## src/rtl/unwind_pkg.sv

```systemverilog
package unwind_pkg;
  typedef struct packed {
    logic spread;
    logic alts;
    logic upd;
    logic err;
  } unwindStrobes_t;
endpackage

```

## src/rtl/unwind_ctrl.sv

```systemverilog
module unwind_ctrl import unwind_pkg::*; #(
  parameter int AW    = 8,
  parameter int MAXA  = 4,
  parameter int DEPTH = 16,
  localparam int ATOMW = AW + 2,
  localparam int SW    = $clog2(DEPTH + 1),
  localparam int ARW   = $clog2(MAXA + 1)
) (
  input  logic            unwindReq,
  input  logic [ATOMW-1:0] topAtom,
  input  logic [SW-1:0]   stackSize,
  input  logic [ARW-1:0]  nodeArity,
  input  logic            nodeHasAlts,
  input  logic            nodeIsNf,
  input  logic            updFull,
  output unwindStrobes_t  strobes
);
  logic legalArity;
  logic fits;
  logic commit;
  logic needUpd;

  always_comb begin
    legalArity = (int'(nodeArity) >= 1) && (int'(nodeArity) <= MAXA);
    fits       = (int'(stackSize) + int'(nodeArity) - 1) <= DEPTH;
    commit     = unwindReq && legalArity && fits;
    needUpd    = topAtom[AW+1] && !nodeIsNf;
    strobes.spread = commit;
    strobes.alts   = commit && nodeHasAlts;
    strobes.upd    = commit && needUpd && !updFull;
    strobes.err    = unwindReq && (!commit || (needUpd && updFull));
  end
endmodule

```

## src/rtl/unwind_dp.sv

```systemverilog
module unwind_dp import unwind_pkg::*; #(
  parameter int AW    = 8,
  parameter int MAXA  = 4,
  parameter int DEPTH = 16,
  parameter int ALTW  = 8,
  localparam int ATOMW = AW + 2,
  localparam int SW    = $clog2(DEPTH + 1),
  localparam int ARW   = $clog2(MAXA + 1)
) (
  input  logic                       clk,
  input  logic                       rstN,
  input  unwindStrobes_t             strobes,
  input  logic [ATOMW-1:0]           topAtom,
  input  logic [SW-1:0]              stackSize,
  input  logic [ARW-1:0]             nodeArity,
  input  logic [MAXA*ATOMW-1:0]      nodeAtoms,
  input  logic [ALTW-1:0]            nodeAlts,
  output logic                       topWrEn,
  output logic [ATOMW-1:0]           newTop,
  output logic [MAXA-2:0]            stackWrMask,
  output logic [(MAXA-1)*ATOMW-1:0]  stackWrData,
  output logic                       altsPush,
  output logic [ALTW-1:0]            altsData,
  output logic                       updPush,
  output logic [SW+AW-1:0]           updData,
  output logic                       errOverflow
);
  logic [MAXA*ATOMW-1:0] dashedAtoms;
  logic [MAXA-2:0]       maskNext;

  // Sharing propagation: a shared pointer marks every spread atom shared.
  for (genvar k = 0; k < MAXA; k++) begin : g_dash
    assign dashedAtoms[k*ATOMW +: ATOMW] =
      nodeAtoms[k*ATOMW +: ATOMW] | {topAtom[AW+1], {(ATOMW-1){1'b0}}};
  end

  for (genvar i = 0; i < MAXA - 1; i++) begin : g_mask
    assign maskNext[i] = strobes.spread && ((i + 1) < int'(nodeArity));
  end

  always_ff @(posedge clk) begin
    if (!rstN) begin
      topWrEn     <= 1'b0;
      newTop      <= '0;
      stackWrMask <= '0;
      stackWrData <= '0;
      altsPush    <= 1'b0;
      altsData    <= '0;
      updPush     <= 1'b0;
      updData     <= '0;
      errOverflow <= 1'b0;
    end else begin
      topWrEn     <= strobes.spread;
      newTop      <= dashedAtoms[0 +: ATOMW];
      stackWrMask <= maskNext;
      stackWrData <= dashedAtoms[ATOMW +: (MAXA-1)*ATOMW];
      altsPush    <= strobes.alts;
      altsData    <= nodeAlts;
      updPush     <= strobes.upd;
      updData     <= {stackSize, topAtom[AW-1:0]};
      errOverflow <= strobes.err;
    end
  end
endmodule

```

## src/rtl/unwind_unit.sv

```systemverilog
module unwind_unit import unwind_pkg::*; #(
  parameter int AW    = 8,
  parameter int MAXA  = 4,
  parameter int DEPTH = 16,
  parameter int ALTW  = 8,
  localparam int ATOMW = AW + 2,
  localparam int SW    = $clog2(DEPTH + 1),
  localparam int ARW   = $clog2(MAXA + 1)
) (
  input  logic                       clk,
  input  logic                       rstN,
  input  logic                       unwindReq,
  input  logic [ATOMW-1:0]           topAtom,
  input  logic [SW-1:0]              stackSize,
  input  logic [ARW-1:0]             nodeArity,
  input  logic [MAXA*ATOMW-1:0]      nodeAtoms,
  input  logic                       nodeHasAlts,
  input  logic [ALTW-1:0]            nodeAlts,
  input  logic                       nodeIsNf,
  input  logic                       updFull,
  output logic                       topWrEn,
  output logic [ATOMW-1:0]           newTop,
  output logic [MAXA-2:0]            stackWrMask,
  output logic [(MAXA-1)*ATOMW-1:0]  stackWrData,
  output logic                       altsPush,
  output logic [ALTW-1:0]            altsData,
  output logic                       updPush,
  output logic [SW+AW-1:0]           updData,
  output logic                       errOverflow
);
  unwindStrobes_t strobes;

  unwind_ctrl #(.AW(AW), .MAXA(MAXA), .DEPTH(DEPTH)) u_ctrl (
    .unwindReq  (unwindReq),
    .topAtom    (topAtom),
    .stackSize  (stackSize),
    .nodeArity  (nodeArity),
    .nodeHasAlts(nodeHasAlts),
    .nodeIsNf   (nodeIsNf),
    .updFull    (updFull),
    .strobes    (strobes)
  );

  unwind_dp #(.AW(AW), .MAXA(MAXA), .DEPTH(DEPTH), .ALTW(ALTW)) u_dp (
    .clk        (clk),
    .rstN       (rstN),
    .strobes    (strobes),
    .topAtom    (topAtom),
    .stackSize  (stackSize),
    .nodeArity  (nodeArity),
    .nodeAtoms  (nodeAtoms),
    .nodeAlts   (nodeAlts),
    .topWrEn    (topWrEn),
    .newTop     (newTop),
    .stackWrMask(stackWrMask),
    .stackWrData(stackWrData),
    .altsPush   (altsPush),
    .altsData   (altsData),
    .updPush    (updPush),
    .updData    (updData),
    .errOverflow(errOverflow)
  );
endmodule

```

## config.mk

```make
export PLATFORM = sky130hd
export DESIGN_NAME = unwind_unit
export DESIGN_NICKNAME = d
export VERILOG_FILES = /design/src/rtl/unwind_pkg.sv /design/src/rtl/unwind_ctrl.sv /design/src/rtl/unwind_dp.sv /design/src/rtl/unwind_unit.sv
export SDC_FILE = /design/constraint.sdc
export NUM_CORES = 1
export LEC_CHECK = 0
export CORE_UTILIZATION = 39
export CTS_BUF_LIST = sky130_fd_sc_hd__clkbuf_16
export CTS_CLUSTER_DIAMETER = 200
export CTS_CLUSTER_SIZE = 20
export DETAILED_ROUTE_END_ITERATION = 8
export GPL_ROUTABILITY_DRIVEN = 1
export PLACE_DENSITY = 0.85
export SLEW_MARGIN = 20
export SYNTH_ARGS = -nofsm -noshare
export SYNTH_HDL_FRONTEND = slang
export SYNTH_HIERARCHICAL = 1
export SYNTH_SLANG_ARGS = --single-unit
```

## constraint.sdc

```tcl
create_clock -name clk -period 7.8 [get_ports clk]
set_input_delay 1.56 -clock clk [delete_from_list [all_inputs] [get_ports clk]]
set_output_delay 1.56 -clock clk [all_outputs]
set_load 0.01 [all_outputs]
```

---- Word level (Yosys, flattened, before mapping) ----
Index checks and enable logic that the tools add are counted.
cells by class
  add/sub/neg operators ................... 2
  order comparisons ....................... 6
  bitwise gates (word level) .............. 4
  reduce and logical (&&, ||, !) cells .... 16
operators by type and width
  kind                                                                          number
  10-bit OR                                                                     4
  32-bit by 6-bit <= comparator with 1-bit output (second input constant)       1
  32-bit by 2-bit subtractor with 32-bit output (second input constant)         1
  1-bit logical AND                                                             12
  5-bit by 3-bit adder with 6-bit output                                        1
  2-bit by 3-bit less-than comparator with 1-bit output (first input constant)  2
  3-bit by 1-bit >= comparator with 1-bit output (second input constant)        1
  3-bit <= comparator (second input constant)                                   1
  1-bit zero test                                                               3
  1-bit by 3-bit less-than comparator with 1-bit output (first input constant)  1
  1-bit logical OR                                                              1
word-level totals
  register bits after elaboration ......... 68
  input port bits ......................... 72
  logic and storage cells ................. 37

---- Logic depth before layout (Yosys ltp) ----
Gate-level depths: netlist of the first run.
  depth after elaboration ................. 7
  depth in mapped cells ................... 14

---- By module ----
Netlist of the first run, hierarchy kept.
modules (own cells, without submodules)
  module       times used  cells each  area each (um^2)  seq. area each (um^2)
  unwind_dp    1           146         1863.0            1361.3
  unwind_ctrl  1           54          401.6             0.0

---- Worst setup path before layout of the first run ----
OpenSTA, ideal clock, no wires.
  path type ............................... input-to-reg
  start ................................... input port stackSize[1]
  end ..................................... register u_dp.stackWrMask[2]
  setup time .............................. 0.116 ns
  data arrival time ....................... 3.575 ns
  path slack .............................. 4.110 ns
  stages .................................. 13
  cell sequence ........................... inv_1 > ha_1 > inv_1 > ha_1 > inv_1 > fa_1 > and3b_1 > a221oi_1 > nand3_1 > a31oi_2 > nor2b_1 > buf_4 > and3_1
between the ends
  word-level cells in the longest chain between the ends .. 5
ends and longest elaborated chain
  element                                          line               text
  start, declared                                  unwind_unit.sv:14  input logic [SW-1:0] stackSize,
  5-bit by 3-bit adder with 6-bit output           unwind_ctrl.sv:25  fits = (int'(stackSize) + int'(nodeArity) - 1) <= DEPTH;
  32-bit by 2-bit subtractor with 32-bit output    unwind_ctrl.sv:25
  32-bit by 6-bit <= comparator with 1-bit output  unwind_ctrl.sv:25
  1-bit logical AND                                unwind_ctrl.sv:26  commit = unwindReq && legalArity && fits;
  net u_ctrl.commit                                unwind_ctrl.sv:20  logic commit;
  1-bit logical AND                                unwind_dp.sv:38    assign maskNext[i] = strobes.spread && ((i + 1) < int'(nodeArity));
  end signal, assigned                             unwind_dp.sv:55    stackWrMask <= maskNext;
  end, declared                                    unwind_dp.sv:20    output logic [MAXA-2:0] stackWrMask,
The timed path passes the listed nets, and every way through them passes these cells.
A chain may end at the register's enable or synchronous reset.

==> results.ini, run 1 <==
[outcome]
status = completed

[sta]
final-setup-viol-count = 0
post-route-period-util_pct = 51.9
fin_ws_ns = 3.75
slew_headroom_pct = 68.7
tns_ns = 0
slew_violations = 0
fmax_ghz = 0.247
fin_crit_ns = 4.05
whs_ns = 1.81
worst_pin_slew_ns = 0.470
hold_viol = 0
rsz0062_at_grt = no

[floorplanning]
design.die.area_mm2 = 0.00612
ios = 140
chipWidth_um = 78.2
initial_core_util_pct = 40.9
core_mm2 = 0.00554
num_rows = 27
fp.dieH_um = 78.2

[global_route]
grt_pass1_wl_um = 8480
grt_start_max_net_pins = 67
antenna_found_initial = 0
grt_use_total_pct = 18.9
overflow = 0
grt_pass1_vias = 1815

[synth]
synth_nets = 282
synthDistinctLibCells = 29
synth_top_cell_by_area = dfxtp_1
ys_ff_latch = 68
synthArstFlopShare_pct = 0
synth_cells = 200
yosys-top-cells-area = dfxtp_1 (60%), and2_1 (17%), ha_1 (5.0%)
synth.most_common_cell = dfxtp_1
synth_top_area_share_pct = 60.1
synth_ff_type = dfxtp_1
ys_top_cells_by_count = dfxtp_1 (68), and2_1 (60), inv_1 (16), ha_1 (9)
ys_warn_count = 6
netlist_area_mm2 = 0.00226
synth_seq_area_share_pct = 60.1
synth.avg_cell_area_um2 = 11.3
synth_edf_count = 0

[setup_path]
slowest_stage = clkdlybuf4s50_1
cp.required_ns = 8.01
cp_num_buf_inv = 4
endpoint_kind = flip-flop
crit_fanout = 4
cp-start-kind = input port
critPathArrivalTime_ns = 4.26
crit_chain = clkdlybuf4s50_1 > inv_1 > ha_1 > inv_1 > ha_1 > inv_1 > fa_1 > and3b_1 > a221oi_1 > nand3_1 > a31oi_2 > nor2b_1 > nand2_1 > nor2_1
cpMostUsedCell = inv_1
path_class = in2reg
cp_top_family = adder cells
critPathMaxStageDelay_ns = 0.52

[placed_design]
port_buffers = 138
hpwl_um = 4060
pre_cts_slack_ns = 3.42
gp_congestion = 0.749
postPlaceCellArea_mm2 = 0.00367

[routing]
dr_wl_met2_um = 2900
avgViaCountPerCell = 4.23
top_layer = met4
drc = 0
vias = 1771
routed_wl_um = 5480
met3_length_um = 467
met1_length_um = 1980
antenna_left = 0
routedWlPerCell_um = 13.1
drt_iter0_drc = 44
drt_pass1_iterations = 4

[cts]
clockBufferDepth = 2
postCtsHoldBufs = 0
cts_resized = 0
cts_buffers = 9
clockRootBuffer = clkbuf_16
clk_pin_slew_ns = 0.06
cts_tree = built
cts_setup_buffers = 0
cts.sinks = 68
htree_levels = 3

[layout]
final_net_count = 424
layout-area-overhead-vs-synth_pct = 76.0
fill_cells = 401
final_area_mm2 = 0.00399
antenna_cells = 0
drive_gt1_share_pct = 5.48

[run]
drv_cap = 0

[power_and_ir_drop]
vdd_drop_max_v = 0.000150
powerDensity_mw_per_mm2 = 230
power_leakage_nw = 1.66

[min_path]
hold_class = in2reg
min_path_cells = 2
worstHoldStart = nodeAtoms[7]
min_to = u_dp/newTop[7]

[how the worst max path moves through the flow]
| stage | start | endpoint | depth (start not counted) |
|---|---|---|---|
| 2_1_floorplan | stackSize[1] | u_dp/stackWrMask[2] | 13 |
| 3_3_place_gp | nodeArity[1] | u_dp/stackWrMask[2] | 13 |
| 3_5_place_dp | nodeArity[1] | u_dp/stackWrMask[0] | 14 |
| 4_1_cts | nodeArity[1] | u_dp/stackWrMask[0] | 14 |
| 5_1_grt | nodeArity[1] | u_dp/stackWrMask[0] | 14 |
| 6_report | nodeArity[1] | u_dp/stackWrMask[0] | 14 |
[layer usage]
| layer | track usage, % | vias up |
|---|---|---|
| met1 | 18.4 | 778 |
| met2 | 35.0 | 76 |
| met5 | 0 | - |
| met4 | 7.41 | 0 |
| met3 | 8.02 | 13 |
| li1 | - | 904 |
[state kept, by name, indices dropped and copies added, names as in the netlist]
signal            cells
u_dp/errOverflow      1
u_dp/topWrEn          1
u_dp/altsData         8
u_dp/stackWrData     30
u_dp/updData         13
u_dp/stackWrMask      3
u_dp/newTop          10
u_dp/updPush          1
u_dp/altsPush         1
[kinds of logic after synthesis]
group                      synth area share (%)
and+or+nand+nor                            22.3
DFF                                        60.1
buffers and inverters                      5.91
AOI/OAI and AO/OA                          4.36
adders and majority gates                  5.86
xor gates and xnor gates                   1.49
[power breakdown]
part	internal (W)	total [W]	switching, W	leakage [nW]
combinational	0.0000814	0.000126	0.0000448	0.934
clock	0.000278	0.000419	0.000141	0.155
sequential	0.000366	0.000371	0.00000468	0.566
total	0.000726	0.000917	0.000191	1.66
[area by class of cell]
cell class	instances	area, µm²	area share (%)
Timing Repair Buffer	139	1390	34.9
Sequential cell	68	1360	34.2
Multi-Input combinational cell	108	769	19.3
Clock buffer	9	225	5.65
Clock inverter	7	90.1	2.26
Tap cell	72	90.1	2.26
Inverter	16	60.1	1.51
[cell usage in the layout, fill, tap and decap left out, drive strengths merged, types with 2 or more instances in the layout]
cell           Yosys  routed
nor2               6       6
ha                 9       9
nor2b              3       3
bufinv             0       2
o21a               5       5
clkdlybuf4s50      0     138
nand3b             2       2
xnor2              2       2
inv               16      17
clkbuf             1       9
and2              60      60
dfxtp             68      68
clkinv             0       4
nand2              6       6
a21oi              2       2
[through the flow]
| stage | instances | util [%] | power (W) |
|---|---|---|---|
| floorplan | 200 | - | 0.000428 |
| detailed placement | 403 | 66.2 | 0.000505 |
| global placement | 403 | 66.2 | 0.000501 |
| global route | 419 | 71.9 | 0.000956 |
| finish | 419 | 71.9 | 0.000917 |
| CTS | 419 | 71.9 | 0.000926 |
(Power assumes the default switching activity.)
==> run 2, diff against run 1 <==
Settings changed: CORE_UTILIZATION 39 to 36, PLACE_DENSITY 0.85 to 0.8.
Clock period 7.8 ns to 4.03 ns, I/O delays scaled along.
==> run 2 against run 1 <==
Against the previous run:
- sequential power increased by 93%
- cell area fell by 0.97%
- largest power group unchanged
- routed wire length is 7.2% lower
- utilization down 6.1 points
- worst setup slack worse by 3.0 ns
- power is 84% higher
- first-iteration DRC count is 11% lower
- critical path type unchanged
==> results.ini, run 2 (synthesis results as in run 1) <==
[outcome]
status = completed

[placed_design]
hpwl_um = 3800  ; -6.6%
gp_congestion = 0.808  ; +7.9%
port_buffers = 138  ; unchanged

[routing]
vias = 1789  ; +1.0%
drc = 0  ; unchanged
routed_wl_um = 5080  ; -7.2%
drt_iter0_drc = 39  ; -11%
routedWlPerCell_um = 12.1  ; -7.6%
avgViaCountPerCell = 4.25  ; +0.54%
antenna_left = 0  ; unchanged
drt_pass1_iterations = 4  ; unchanged

[run]
drv_cap = 0  ; unchanged

[min_path]
min_path_cells = 2  ; unchanged
min_to = u_dp/stackWrData[8]
hold_class = in2reg
worstHoldStart = nodeAtoms[18]

[layout]
antenna_cells = 0  ; unchanged
reg_top3 = u_dp/stackWrData (30), u_dp/updData (13), u_dp/newTop (10)
seq_area_mm2 = 0.00136  ; unchanged
final_net_count = 423  ; -0.24%
drive_gt1_share_pct = 5.20  ; -0.27 points
multi_input_area_um2 = 769  ; unchanged
top_register = u_dp/stackWrData
largest_reg_flops = 30  ; unchanged
layout-area-overhead-vs-synth_pct = 74.3
final_common_cell = clkdlybuf4s50_1
final_cell_mix = clkdlybuf4s50_1 (137), dfxtp_1 (68), and2_1 (60), inv_1 (18)
fill_cells = 477  ; +19%
final_core_util_pct = 65.9  ; -6.1 points

[setup_path]
path_class = in2reg
endpoint_kind = flip-flop
cp-start-kind = input port
critPathArrivalTime_ns = 3.50  ; -0.76 ns
crit_chain = clkdlybuf4s50_1 > inv_1 > ha_1 > inv_1 > ha_1 > inv_1 > fa_1 > and3b_1 > a221oi_1 > nand3_1 > a31oi_2 > nor2b_1 > and3_1
slowest_stage = clkdlybuf4s50_1
cp_num_buf_inv = 4  ; unchanged
cp_top_family = adder cells
cp.required_ns = 4.23  ; -3.78 ns
crit_fanout = 4  ; unchanged
cpMostUsedCell = inv_1
critPathMaxStageDelay_ns = 0.53  ; about the same

[global_route]
grtUsageMet3_pct = 4.72  ; -3.3 points
antenna_found_initial = 0  ; unchanged
met1_usage_pct = 15.7  ; -2.8 points
top_usage_layer = met2
grt_use_met2_pct = 28.5  ; -6.5 points
grt_pass1_vias = 1653  ; -8.9%
grt_start_max_net_pins = 67  ; unchanged
grt_use_total_pct = 15.8  ; -3.2 points
grt_pass1_wl_um = 7600  ; -10%
overflow = 0  ; unchanged

[cts]
clockBufferDepth = 2  ; unchanged
clk_pin_slew_ns = 0.05  ; about the same
cts_setup_buffers = 0  ; unchanged
clockRootBuffer = clkbuf_16
cts_tree = built
cts_buffers = 9  ; unchanged
cts_resized = 0  ; unchanged
cts.sinks = 68  ; unchanged
postCtsHoldBufs = 0  ; unchanged
htree_levels = 3  ; unchanged

[floorplanning]
initial_core_util_pct = 37.8  ; -3.1 points
design.die.area_mm2 = 0.00661  ; +8.1%
fp.dieH_um = 81.3  ; +4.0%
num_rows = 28  ; +3.7%
ios = 140  ; unchanged
core_mm2 = 0.00599  ; +8.1%
chipWidth_um = 81.3  ; +4.0%

[sta]
post-route-period-util_pct = 81.9
hold_viol = 0  ; unchanged
slew_headroom_pct = 45.4  ; -23 points
rsz0062_at_grt = no
tns_ns = 0  ; unchanged
fin_crit_ns = 3.30
final-setup-viol-count = 0  ; unchanged
fmax_ghz = 0.303
slew_violations = 0  ; unchanged
worst_pin_slew_ns = 0.819  ; +0.349 ns

[power_and_ir_drop]
powerDensity_mw_per_mm2 = 428  ; +86%
power_leakage_nw = 1.64  ; -0.63%
vdd_drop_max_v = 0.000281  ; +88%

run 2: metal layers:
| layer | vias to the layer above | routed length [µm] |
|---|---|---|
| met2 | 73 | 2650 |
| li1 | 900 | - |
| met1 | 812 | 1960 |
| met5 | - | 0 |
| met3 | 4 | 406 |
| met4 | 0 | 66 |
run 2: stage by stage:
step / setup slack [ns] / std cells / instance area, µm² / power, W / hold slack [ns]
detailed placement: 0.446 / 405 / 3660 / 0.000975 / 1.38
floorplan: 1.09 / 200 / 2260 / 0.000828 / 0.916
global route: 0.478 / 421 / 3950 / 0.00176 / 1.06
CTS: 0.767 / 421 / 3950 / 0.00171 / 1.05
global placement: 0.497 / 405 / 3660 / 0.000969 / 1.38
finish: 0.731 / 421 / 3950 / 0.00169 / 1.06
run 2: layout make-up:
type,count,area share [%]
Timing Repair Buffer,138,34.9
Sequential cell,68,34.5
Multi-Input combinational cell,108,19.5
Clock buffer,9,5.71
Tap cell,75,2.38
Clock inverter,7,1.52
Inverter,16,1.52
run 2: worst max path at each step:
stage / startpoint / to / depth (start not counted)
after floorplan: stackSize[1] / u_dp/stackWrMask[2] / 13
after global placement: nodeArity[1] / u_dp/stackWrMask[2] / 13
after detailed placement: nodeArity[1] / u_dp/stackWrMask[1] / 14
after CTS: nodeArity[1] / u_dp/stackWrMask[0] / 14
after global routing: nodeArity[1] / u_dp/stackWrMask[0] / 14
final: nodeArity[1] / u_dp/stackWrMask[2] / 13
run 2: report_power, final:
part	leakage [nW]	internal (W)	switching (W)
logic	0.930	0.000157	0.0000864
clock network	0.149	0.000470	0.000257
registers	0.566	0.000709	0.00000815
total	1.64	0.00134	0.000351
==> run 3, diff against run 2 <==
Settings changed: CORE_UTILIZATION 36 to 33, PLACE_DENSITY 0.8 to 0.77.
Clock period 4.03 ns to 2.8 ns, I/O delays scaled along.
==> run 3 against run 2 <==
Against the previous run:
- the flow now finishes with violations (DRC)
- utilization down 3.3 points
- via count down 0.34%
- worst hold slack worse by 0.56 ns
- global-route usage down 0.070 points
- critical path depth unchanged
- critical path type unchanged
- largest cell class unchanged
- highest routed layer unchanged
==> results.ini, run 3 (synthesis results as in run 1) <==
[routing]
avgViaCountPerCell = 4.18  ; -1.7%
drc = 12  ; +12
routed_wl_um = 5290  ; +4.0%
routedWlPerCell_um = 12.4  ; +2.6%
drt_iter0_drc = 50  ; +28%
vias = 1783  ; -0.34%
drt_pass1_iterations = 6  ; +2
antenna_left = 0  ; unchanged

[layout]
top_register = u_dp/stackWrData
final_core_util_pct = 62.6  ; -3.3 points
largest_reg_flops = 30  ; unchanged
final_common_cell = clkdlybuf4s50_1
stdcell_count = 427  ; +1.4%
drive_gt1_share_pct = 9.14  ; +3.9 points
reg_top3 = u_dp/stackWrData (30), u_dp/updData (13), u_dp/newTop (10)
antenna_cells = 0  ; unchanged
final_cell_mix = clkdlybuf4s50_1 (133), dfxtp_1 (68), and2_1 (60), inv_1 (15), clkbuf_16 (9)
fill_cells = 512  ; +7.3%
final_net_count = 427  ; +0.95%
multi_input_area_um2 = 802  ; +4.2%
seq_area_mm2 = 0.00136  ; unchanged
layout-area-overhead-vs-synth_pct = 79.5

[cts]
cts_tree = built
clk_pin_slew_ns = 0.05  ; about the same
clockRootBuffer = clkbuf_16
htree_levels = 3  ; unchanged
cts_buffers = 9  ; unchanged
cts_setup_buffers = 0  ; unchanged
cts.sinks = 68  ; unchanged
postCtsHoldBufs = 0  ; unchanged
clockBufferDepth = 2  ; unchanged

[floorplanning]
fp.dieH_um = 84.8  ; +4.3%
ios = 140  ; unchanged
core_mm2 = 0.00649  ; +8.4%
initial_core_util_pct = 34.9  ; -2.9 points
num_rows = 29  ; +3.6%
chipWidth_um = 84.8  ; +4.3%
design.die.area_mm2 = 0.00720  ; +8.9%

[setup_path]
crit_fanout = 3  ; -1
cp.required_ns = 3.01  ; -1.22 ns
cp-endpoint = u_dp/updPush
endpoint_kind = flip-flop
critical_path.startpoint = nodeArity[1]
cp-start-kind = input port
critPathArrivalTime_ns = 2.85  ; -0.65 ns
path_class = in2reg

[power_and_ir_drop]
share_comb_of_total_power_pct = 13.7  ; -0.7 points
switching_share_pct = 20.2  ; -0.62 points
pwr-share-seq_pct = 38.9  ; -3.6 points
intPower_w = 0.00212  ; +59%
vdd_drop_max_v = 0.000357  ; +27%
power_leakage_nw = 1.70  ; +3.2%
power_w = 0.00265  ; +57%
powerDensity_mw_per_mm2 = 653  ; +53%
p_sw_w = 0.000536  ; +53%
clkPwrFrac_pct = 47.4  ; +4.3 points

[sta]
hold_viol = 0  ; unchanged
fin_crit_ns = 2.64
worst_pin_slew_ns = 0.855  ; +0.0362 ns
rsz0062_at_grt = no
slew_headroom_pct = 43.0  ; -2.4 points
post-route-period-util_pct = 94.4
fin_ws_ns = 0.155  ; -0.575 ns
slew_violations = 0  ; unchanged
final-setup-viol-count = 0  ; unchanged
fmax_ghz = 0.378
tns_ns = 0  ; unchanged

[global_route]
grt_pass1_wl_um = 8640  ; +14%
overflow = 0  ; unchanged
grt_use_total_pct = 15.7  ; -0.070 points
antenna_found_initial = 0  ; unchanged
grt_pass1_vias = 1782  ; +7.8%
grt_start_max_net_pins = 67  ; unchanged

[placed_design]
gp_congestion = 0.751  ; -7.0%
placed_cells = 411  ; +1.5%
port_buffers = 138  ; unchanged
hpwl_um = 3890  ; +2.4%
pre_cts_slack_ns = -0.482  ; -0.929 ns

[outcome]
status = finished with violations
violations = DRC

[run]
drv_cap = 0  ; unchanged

[min_path]
hold_class = in2reg

[run 3: power by group through the flow]
stage / Sequential (W) / Clock, W / Combinational (W)
finish: 0.00103 / 0.00126 / 0.000363
global placement: 0.00105 / 0 / 0.000349
detailed placement: 0.00105 / 0 / 0.000355
global route: 0.00104 / 0.00134 / 0.000396
floorplan: 0.00108 / 0 / 0.000111
CTS: 0.00103 / 0.00129 / 0.000364
[run 3: how the worst min path moves through the flow]
stage | slack, ns | start | cells after the start | endpoint
final | 0.50 | stackSize[0] | 2 | u_dp/updData[8]
after global routing | 0.51 | stackSize[0] | 2 | u_dp/updData[8]
after CTS | 0.60 | stackSize[1] | 2 | u_dp/updData[9]
after detailed placement | 1.14 | nodeAtoms[18] | 2 | u_dp/stackWrData[8]
after global placement | 1.13 | nodeAtoms[18] | 2 | u_dp/stackWrData[8]
after floorplan | 0.67 | nodeAtoms[9] | 1 | u_dp/newTop[9]
[run 3: routing by layer]
metal	wire [µm]	GRT usage [%]	vias up
li1	-	-	910
met1	2160	17.8	783
met2	2640	26.9	77
met3	325	3.70	13
met4	163	9.55	0
met5	0	0	-
[run 3: final cells by class]
class,count,area share (%)
multi-input cells,108,19.7
clock buffers,9,5.54
clock inverters,7,2.83
inverters,16,1.48
repair buffers,142,34.6
well taps,77,2.37
flip-flops and latches,68,33.5
[run 3: per-stage QoR]
stage	area [µm²]	hold slack, ns
3_5_place_dp	3690	1.14
6_report	4070	0.497
2_1_floorplan	2260	0.670
4_1_cts	4050	0.598
5_1_grt	4070	0.506
3_3_place_gp	3690	1.13
[run 3: what timing repair did]
item | CTS | global route
setup endpoints to repair | 7 | 7
pin swaps | 7 | 6
endpoints found under the hold margin | 0 | 0
resized for setup | 6 | 8
[run 3: critical path: stages]
cell           delay (ns)
dlygate4sd2_1        0.23
inv_1                0.05
ha_1                 0.26
inv_1                0.06
ha_2                 0.16
inv_1                0.05
fa_1                 0.46
and3b_1              0.19
a221oi_2             0.26
nand3_2              0.15
a31oi_4              0.20
nor4bb_2             0.07
and2_1               0.15
